### src/rtl/amseq_pkg.sv
`timescale 1ns/1ps
package amseq_pkg;
  typedef enum logic [1:0] {ST_IDLE, ST_EXT, ST_PTR, ST_DAT} seq_state_t;

  localparam logic [2:0] M_REG  = 3'd0;
  localparam logic [2:0] M_DEF  = 3'd1;
  localparam logic [2:0] M_INC  = 3'd2;
  localparam logic [2:0] M_INCD = 3'd3;
  localparam logic [2:0] M_DEC  = 3'd4;
  localparam logic [2:0] M_DECD = 3'd5;
  localparam logic [2:0] M_IDX  = 3'd6;
  localparam logic [2:0] M_IDXD = 3'd7;
endpackage

### src/rtl/amseq_regfile.sv
`timescale 1ns/1ps
module amseq_regfile #(
  parameter int DW   = 16,
  parameter int NREG = 8,
  localparam int RW  = $clog2(NREG)
) (
  input  logic          clk,
  input  logic          we,
  input  logic [RW-1:0] waddr,
  input  logic [DW-1:0] wdata,
  input  logic [RW-1:0] ra0,
  output logic [DW-1:0] rd0,
  input  logic [RW-1:0] ra1,
  output logic [DW-1:0] rd1,
  input  logic [RW-1:0] ra2,
  output logic [DW-1:0] rd2
);
  logic [DW-1:0] mem [NREG];

  always_ff @(posedge clk) begin
    if (we) mem[waddr] <= wdata;
  end

  assign rd0 = mem[ra0];
  assign rd1 = mem[ra1];
  assign rd2 = mem[ra2];
endmodule

### src/rtl/amseq_ctrl.sv
`timescale 1ns/1ps
module amseq_ctrl
  import amseq_pkg::*;
#(
  parameter int DW     = 16,
  parameter int RW     = 3,
  parameter int PC_IDX = 7,
  parameter int STEP   = 2,
  localparam int SPW   = 3 + RW
) (
  input  logic           clk,
  input  logic           rst,
  input  logic           start,
  input  logic [SPW-1:0] spec,
  output logic           done,
  output logic           is_reg,
  output logic [DW-1:0]  operand,
  output logic [DW-1:0]  eff_addr,
  output logic           mem_req,
  output logic [DW-1:0]  mem_addr,
  input  logic           mem_rdy,
  input  logic [DW-1:0]  mem_rdata,
  output logic [RW-1:0]  rd_sel,
  input  logic [DW-1:0]  rd_data,
  input  logic [DW-1:0]  pc_data,
  output logic           wr_en,
  output logic [RW-1:0]  wr_idx,
  output logic [DW-1:0]  wr_data
);
  localparam logic [DW-1:0] STEPV = DW'(STEP);
  localparam logic [RW-1:0] PCI   = RW'(PC_IDX);

  seq_state_t    state;
  logic [2:0]    mode_q;
  logic [RW-1:0] reg_q;
  logic [DW-1:0] addr_q;
  logic          req_q, done_q, isreg_q;
  logic [DW-1:0] val_q, ea_q;

  logic [2:0]    spec_mode;
  logic [RW-1:0] spec_reg;
  logic [DW-1:0] pc_next, idx_base;

  assign spec_mode = spec[SPW-1:RW];
  assign spec_reg  = spec[RW-1:0];
  assign pc_next   = pc_data + STEPV;
  // the PC-relative base is the counter already past the extension word
  assign idx_base  = (reg_q == PCI) ? pc_next : rd_data;

  always_comb begin
    rd_sel = (state == ST_IDLE) ? spec_reg : reg_q;
  end

  always_comb begin
    wr_en   = 1'b0;
    wr_idx  = spec_reg;
    wr_data = rd_data + STEPV;
    if (state == ST_IDLE && start) begin
      if (spec_mode == M_INC || spec_mode == M_INCD) begin
        wr_en = 1'b1;
      end else if (spec_mode == M_DEC || spec_mode == M_DECD) begin
        wr_en   = 1'b1;
        wr_data = rd_data - STEPV;
      end
    end else if (state == ST_EXT && mem_rdy) begin
      wr_en   = 1'b1;
      wr_idx  = PCI;
      wr_data = pc_next;
    end
  end

  always_ff @(posedge clk) begin
    if (rst) begin
      state   <= ST_IDLE;
      mode_q  <= '0;
      reg_q   <= '0;
      addr_q  <= '0;
      req_q   <= 1'b0;
      done_q  <= 1'b0;
      isreg_q <= 1'b0;
      val_q   <= '0;
      ea_q    <= '0;
    end else begin
      done_q <= 1'b0;
      unique case (state)
        ST_IDLE: begin
          if (start) begin
            mode_q <= spec_mode;
            reg_q  <= spec_reg;
            case (spec_mode)
              M_REG: begin
                val_q   <= rd_data;
                ea_q    <= DW'(spec_reg);
                isreg_q <= 1'b1;
                done_q  <= 1'b1;
              end
              M_DEF, M_INC: begin
                addr_q <= rd_data;
                req_q  <= 1'b1;
                state  <= ST_DAT;
              end
              M_INCD: begin
                addr_q <= rd_data;
                req_q  <= 1'b1;
                state  <= ST_PTR;
              end
              M_DEC: begin
                addr_q <= rd_data - STEPV;
                req_q  <= 1'b1;
                state  <= ST_DAT;
              end
              M_DECD: begin
                addr_q <= rd_data - STEPV;
                req_q  <= 1'b1;
                state  <= ST_PTR;
              end
              default: begin
                addr_q <= pc_data;
                req_q  <= 1'b1;
                state  <= ST_EXT;
              end
            endcase
          end
        end
        ST_EXT: begin
          if (mem_rdy) begin
            addr_q <= mem_rdata + idx_base;
            state  <= (mode_q == M_IDX) ? ST_DAT : ST_PTR;
          end
        end
        ST_PTR: begin
          if (mem_rdy) begin
            addr_q <= mem_rdata;
            state  <= ST_DAT;
          end
        end
        ST_DAT: begin
          if (mem_rdy) begin
            val_q   <= mem_rdata;
            ea_q    <= addr_q;
            isreg_q <= 1'b0;
            done_q  <= 1'b1;
            req_q   <= 1'b0;
            state   <= ST_IDLE;
          end
        end
        default: state <= ST_IDLE;
      endcase
    end
  end

  assign done     = done_q;
  assign is_reg   = isreg_q;
  assign operand  = val_q;
  assign eff_addr = ea_q;
  assign mem_req  = req_q;
  assign mem_addr = addr_q;

  a_r2_mode0_direct: assert property (@(posedge clk) disable iff (rst)
    (state == ST_IDLE && start && spec_mode == M_REG) |=> (done && is_reg && !mem_req));

  a_r10_req_held: assert property (@(posedge clk) disable iff (rst)
    (mem_req && !mem_rdy) |=> (mem_req && $stable(mem_addr)));

  a_r11_done_pulse: assert property (@(posedge clk) disable iff (rst)
    done |=> !done);

  a_r11_no_req_at_done: assert property (@(posedge clk) disable iff (rst)
    done |-> !mem_req);

  a_r8_pc_step: assert property (@(posedge clk) disable iff (rst)
    (state == ST_EXT && mem_rdy) |=> (pc_data == $past(pc_data) + STEPV));
endmodule

### src/rtl/amseq_top.sv
`timescale 1ns/1ps
module amseq_top #(
  parameter int DW     = 16,
  parameter int NREG   = 8,
  parameter int STEP   = 2,
  localparam int RW    = $clog2(NREG),
  localparam int SPW   = 3 + RW,
  localparam int PC_IDX = NREG - 1
) (
  input  logic             clk,
  input  logic             rst,
  input  logic             start,
  input  logic [2*SPW-1:0] spec_pair,
  input  logic             src_sel,
  output logic             done,
  output logic             is_reg,
  output logic [DW-1:0]    operand,
  output logic [DW-1:0]    eff_addr,
  output logic             mem_req,
  output logic [DW-1:0]    mem_addr,
  input  logic             mem_rdy,
  input  logic [DW-1:0]    mem_rdata,
  input  logic             rf_we,
  input  logic [RW-1:0]    rf_waddr,
  input  logic [DW-1:0]    rf_wdata,
  input  logic [RW-1:0]    rf_raddr,
  output logic [DW-1:0]    rf_rdata
);
  logic [SPW-1:0] spec;
  logic [RW-1:0]  rd_sel, wr_idx, w_addr;
  logic [DW-1:0]  rd_data, pc_data, wr_data, w_data;
  logic           wr_en, w_en;

  assign spec = src_sel ? spec_pair[2*SPW-1:SPW] : spec_pair[SPW-1:0];

  // sequencer updates take priority over the side port
  assign w_en   = wr_en | rf_we;
  assign w_addr = wr_en ? wr_idx  : rf_waddr;
  assign w_data = wr_en ? wr_data : rf_wdata;

  amseq_regfile #(.DW(DW), .NREG(NREG)) u_rf (
    .clk   (clk),
    .we    (w_en),
    .waddr (w_addr),
    .wdata (w_data),
    .ra0   (rd_sel),
    .rd0   (rd_data),
    .ra1   (RW'(PC_IDX)),
    .rd1   (pc_data),
    .ra2   (rf_raddr),
    .rd2   (rf_rdata)
  );

  amseq_ctrl #(.DW(DW), .RW(RW), .PC_IDX(PC_IDX), .STEP(STEP)) u_ctrl (
    .clk       (clk),
    .rst       (rst),
    .start     (start),
    .spec      (spec),
    .done      (done),
    .is_reg    (is_reg),
    .operand   (operand),
    .eff_addr  (eff_addr),
    .mem_req   (mem_req),
    .mem_addr  (mem_addr),
    .mem_rdy   (mem_rdy),
    .mem_rdata (mem_rdata),
    .rd_sel    (rd_sel),
    .rd_data   (rd_data),
    .pc_data   (pc_data),
    .wr_en     (wr_en),
    .wr_idx    (wr_idx),
    .wr_data   (wr_data)
  );
endmodule

### config.mk
export PLATFORM = sky130hd
export DESIGN_NAME = amseq_top
export DESIGN_NICKNAME = d
export VERILOG_FILES = /design/src/rtl/amseq_pkg.sv /design/src/rtl/amseq_regfile.sv /design/src/rtl/amseq_ctrl.sv /design/src/rtl/amseq_top.sv
export SDC_FILE = /design/constraint.sdc
export NUM_CORES = 1
export LEC_CHECK = 0
export ABC_AREA = 1
export CAP_MARGIN = 10
export CORE_MARGIN = 2
export CORE_UTILIZATION = 40
export DETAILED_ROUTE_END_ITERATION = 12
export PLACE_DENSITY = 0.68
export SLEW_MARGIN = 10
export SYNTH_ARGS = -nofsm -noshare
export SYNTH_HDL_FRONTEND = slang
export SYNTH_SLANG_ARGS = --single-unit
### constraint.sdc
create_clock -name clk -period 9.2 [get_ports clk]
set_input_delay 1.84 -clock clk [delete_from_list [all_inputs] [get_ports clk]]
set_output_delay 1.84 -clock clk [all_outputs]
set_load 0.005 [all_outputs]
== Word-level counts from Yosys, hierarchy flattened ==
Memory sizes are Yosys's and may differ from the RTL's.
Index checks and enable logic that the tools add are counted.
Word-level totals
  output and inout bits: 67
  memories kept: 1
  memory bits (writable): 128
  bits in registers: 59
  word-level logic and storage cells: 95
  input port bits: 56
Operators by class
  reductions and logical operators: 17
  eq/ne operators: 16
  $add $sub $neg: 4
  mux-type cells: 47
  bitwise gates (word level): 1
Memories
  u_rf.mem: words 8, width 16, rd ports 3, clocked after Yosys merged registers in 0, wr ports 1, line amseq_regfile.sv:18  | logic [DW-1:0] mem [NREG];
Operators by type and width (count)
  16-bit 2-to-1 mux: 14
  16-bit case mux with 3 select lines: 2
  16-bit case mux with 2 select lines: 2
  16-bit by 2-bit adder with 16-bit output (second input constant): 2
  16-bit adder: 1
  16-bit by 2-bit subtractor with 16-bit output (second input constant): 1
  1-bit 2-to-1 mux: 15
  3-bit equality test (second input constant): 4
  3-bit 2-to-1 mux: 4
  2-bit != test (second input constant): 6
  5-bit AND reduction: 2
  2-bit 2-to-1 mux: 4
  2-bit case mux with 4 select lines: 1
  4-bit AND reduction: 2
  3-bit by 2-bit equality test with 1-bit output (second input constant): 2
  6-bit 2-to-1 mux: 1
  1-bit case mux with 2 select lines: 3
  2-bit case mux with 3 select lines: 1
  3-bit OR reduction: 2
  2-bit equality test (second input constant): 2
  2-bit OR reduction: 2
  3-bit by 1-bit equality test with 1-bit output (second input constant): 1
  3-bit zero test: 1
  3-bit nonzero test: 1
  other kinds (7): 9

== Longest topological paths before layout ==
  word-level depth: 9
  depth in mapped cells: 31
  mapped depth without buffers: 29

== Modules after synthesis ==
A second synthesis with hierarchy kept.
Second synthesis, totals
  cells, all modules: 2059
  area, all modules: 13659.4 µm²
Modules (own cells, without submodules)
  amseq_regfile: area each 8197.9 µm², seq. area each 3843.7 µm², cells each 1167, instances 1
  amseq_ctrl: area each 5144.9 µm², seq. area each 1181.1 µm², cells each 810, instances 1
  amseq_top: area each 316.6 µm², seq. area each 0.0 µm², cells each 82, instances 1

== Worst setup path after synthesis ==
OpenSTA, ideal clock, no wires.
  kind: input -> output
  start point: input port rf_raddr[0]
  end point: output port rf_rdata[10]
  path buffers: 3
  stages on the path: 7
  setup slack: 4.428 ns
  data arrival time: 2.932 ns
  data required time: 7.360 ns
  path through: clkbuf_1 -> inv_1 -> clkbuf_1 -> clkbuf_1 -> a21oi_1 -> o21ai_0 -> a31oi_1
Between the ends
  word-level cells in the longest chain between the ends: 1
Ends and longest elaborated chain
  from (decl): line amseq_top.sv:26  | input logic [RW-1:0] rf_raddr,
  memory 8 x 16 bit
  to (decl): line amseq_top.sv:27  | output logic [DW-1:0] rf_rdata
Every way passes these cells.

== Worst setup path after layout ==
  start point: input port rf_raddr[1]
  end point: output port rf_rdata[7]
The elaborated chain is that of the path after synthesis.

==> run summary <==
The clock latency reported for the late side of the worst-skew pair came out at between 400 and 500 ps. The total power density per cell area is approximately 350 nW/µm². The combined global-route utilization of all metal layers is 25.8%. The worst-case clock buffer depth came out at 2.

For this run, the leading register cell type out of synthesis is sky130_fd_sc_hd__edfxtp_1. The path class of the tightest hold or removal check is reg2reg. The core area is 29600 µm². The synthesis-to-layout area growth came out at 16.7%. The clock transition at the register clock pins on the worst setup and hold paths after CTS is around 80 ps.

The synthesized instance count came out at between 1.5k and 2k. In the routed layout, each cell is associated on average with a via count of 5.78. The die span in x came out at 177 µm. The synthesized design contains 187 register bits. Clock tree synthesis inserted a total of 17 buffers. Across the routed clock network, the largest skew measured is 17.2 ps. The setup TNS is 0 ps. In this run, post-CTS repair resized a total of 0 instances. The overall die height is 177 µm.

The cell sitting at the root of the clock tree is a sky130_fd_sc_hd__clkbuf_16. The run finished with clean final reports. After detailed routing, the average wire length per cell comes to 19.5 µm. The number of different library cells in the post-synthesis netlist came out at 51. The pin slew with the least headroom to its limit came out at between 1000 and 1500 ps.

The CTS sink count came out at 187. The total die area is 31500 µm². STA puts the critical path data required time at 7360 ps. Setup repair after global routing left no endpoint under its margin. The leakage power came out at ~5.7 nW. The global placement routability congestion is 0.908. The number of placement rows came out at 63. The buffer count from post-CTS setup fixing is 0. The maximum number of pins on one net before global-route repair came out at 82. The maximum clock frequency came out at between 150 and 200 MHz.

The number of buffers inserted for hold repair after clock tree synthesis is 0. The largest vdd supply drop came out at 0.154 mV. The clock period minus final worst setup slack came out at roughly 6600 ps.

The wire length of the first global-routing pass is 62800 µm. The worst setup path is of the in2out kind. The flip-flop count of the largest register after layout is 128. Dividing the synthesized area by the synthesized cell count gives 7.44 µm². The half-perimeter wire length of the detailed placement result is approximately 28000 µm. The net count after synthesis came out at 1703. The number of antenna violations at the first check in global routing is 0. TritonCTS built the clock tree. The register name with the most flops is u_rf.mem. The number of enable-type register cells in the synthesized netlist is about 130.

The number of fill cells is 2963. The number of warnings issued by yosys is 0. The synthesized design devotes to its leading area cell type between 30% and 40% of total area. The portion of the clock cycle consumed by the worst path in the final layout came out at between 70% and 80%. In the final design database the tool counted around 1.8k nets. Power comes to 0.00495 W.

Along the worst path, the maximum fanout reaches 35. The cell type contributing the most total cell area after synthesis is sky130_fd_sc_hd__edfxtp_1. STA classifies the critical path startpoint as an input port. In the post-synthesis netlist, the cell with the most instances is sky130_fd_sc_hd__nand2_1. The count of pins over their slew limit is 0. The number of nets still failing antenna checks after routing came out at 0. The worst setup path is captured at an output pin. The via count of the first global-routing pass came out at 11.1k. The sum of overflow across all layers after global routing came out at 0. The cell area after synthesis is roughly 12000 µm². Yosys attributes the largest share of cell area to sky130_fd_sc_hd__edfxtp_1, sky130_fd_sc_hd__nand2_1, sky130_fd_sc_hd__dfxtp_1. The critical path arrival is 4720 ps.

Port buffering added between 100 and 150 buffers. The share of cells above drive strength 1 came out at 6.64%. The initial detailed-routing violation count is about 1.5k. The DRC violations left is 0. The share of synthesized area occupied by flip-flops and latches came out at 41.7%. The final number of setup-violating endpoints came out at 0. The number of levels the H-tree was split into came out at 4. Of all flip-flops after synthesis, the portion carrying an async set or reset was 0%.

The detailed router placed between 10k and 15k vias in this run. The wire length after detailed routing is 40800 µm. The commonest cells after synthesis are sky130_fd_sc_hd__nand2_1, sky130_fd_sc_hd__nand3_1, sky130_fd_sc_hd__inv_1. The I/O pin count came out at roughly 120.

The first-pass iteration count of the detailed router is 7. The number of failing hold endpoints at the final stage is 0. The initial core utilization is 40.6%.

The max-capacitance violation count is 0. The number of inserted diodes came out at 0. The worst slew slack as a fraction of its limit came out at 20.1%.
[final cells by class]
| class | instances | area [µm²] | share of cell area, % |
|---|---|---|---|
| multi-input cells | 1202 | 6070 | 43.2 |
| flip-flops and latches | 187 | 5020 | 35.8 |
| repair buffers | 135 | 1310 | 9.31 |
| inverters | 146 | 551 | 3.92 |
| well taps | 390 | 488 | 3.47 |
| clock buffers | 18 | 429 | 3.05 |
| clock inverters | 14 | 183 | 1.30 |
[layer usage]
| metal | global-route usage (%) | routed length (µm) |
|---|---|---|
| met1 | 37.0 | 17900 |
| met2 | 38.8 | 17600 |
| met3 | 4.16 | 3950 |
| met4 | 10.4 | 1340 |
| met5 | 0 | 0 |
[where the power goes]
group	total, W	switching [W]	internal (W)
Combinational	0.00295	0.00204	0.000908
Clock	0.000782	0.000389	0.000394
Sequential	0.00122	0.0000895	0.00113
[cells by family (layout without fill, tap and decap cells)]
family | Yosys count | in the layout | synth area share [%]
flip-flops | 187 | 187 | 41.7
AND/OR/NAND/NOR | 820 | 820 | 29.6
buffers and inverters | 230 | 313 | 8.04
AO/OA/AOI/OAI | 340 | 340 | 16.7
adder cells (fa/ha/maj) | 28 | 28 | 2.97
multiplexers | 1 | 1 | 0.0831
XOR/XNOR | 13 | 13 | 0.946
[cells in the final DEF (no fill, tap or decap), drive strengths merged, types with 2 or more instances in the layout]
master	count
o22ai	12
nor3	6
a221oi	16
o211ai	19
nand3	200
edfxtp	128
a211oi	2
o21ai	119
buf	15
or2	6
clkdlybuf4s50	120
nand3b	5
a22oi	16
ha	27
nand4	15
o21bai	2
a21boi	2
clkbuf	18
inv	154
dfxtp	59
xor2	12
nand2	447
o221ai	9
clkinv	4
a21oi	99
nor2	139
o21a	2
a31oi	37
[path summary, 6_finish.rpt]
path	startpoint	end	slack (ps)	cells after the start
hold / removal	u_ctrl.eff_addr[15]	u_ctrl.eff_addr[15]	470	2
setup / recovery	rf_raddr[1]	rf_rdata[7]	2640	8
setup reg to reg	u_ctrl.state[0]	u_rf.mem[7][12]	3950	16
hold reg to reg	u_ctrl.eff_addr[15]	u_ctrl.eff_addr[15]	470	2
[stage by stage]
step / utilization, % / setup slack [ps] / area (µm²) / std cells / hold slack (ps)
after floorplan: - / 4430 / 12000 / 1619 / 462
after global placement: 45.3 / 2530 / 13400 / 2060 / 456
after detailed placement: 45.3 / 2450 / 13400 / 2060 / 460
after CTS: 47.4 / 2700 / 14000 / 2092 / 472
after global routing: 47.4 / 2350 / 14100 / 2092 / 501
final: 47.4 / 2640 / 14100 / 2092 / 470
[critical path, cell delays in order]
cell,delay (ps)
sky130_fd_sc_hd__clkdlybuf4s50_1,400
sky130_fd_sc_hd__buf_4,260
sky130_fd_sc_hd__inv_1,810
sky130_fd_sc_hd__o21ai_0,260
sky130_fd_sc_hd__o22ai_1,180
sky130_fd_sc_hd__nor2_1,60
sky130_fd_sc_hd__a31oi_1,310
sky130_fd_sc_hd__clkdlybuf4s50_1,570
No activity file was read; power rests on OpenSTA's default activity.
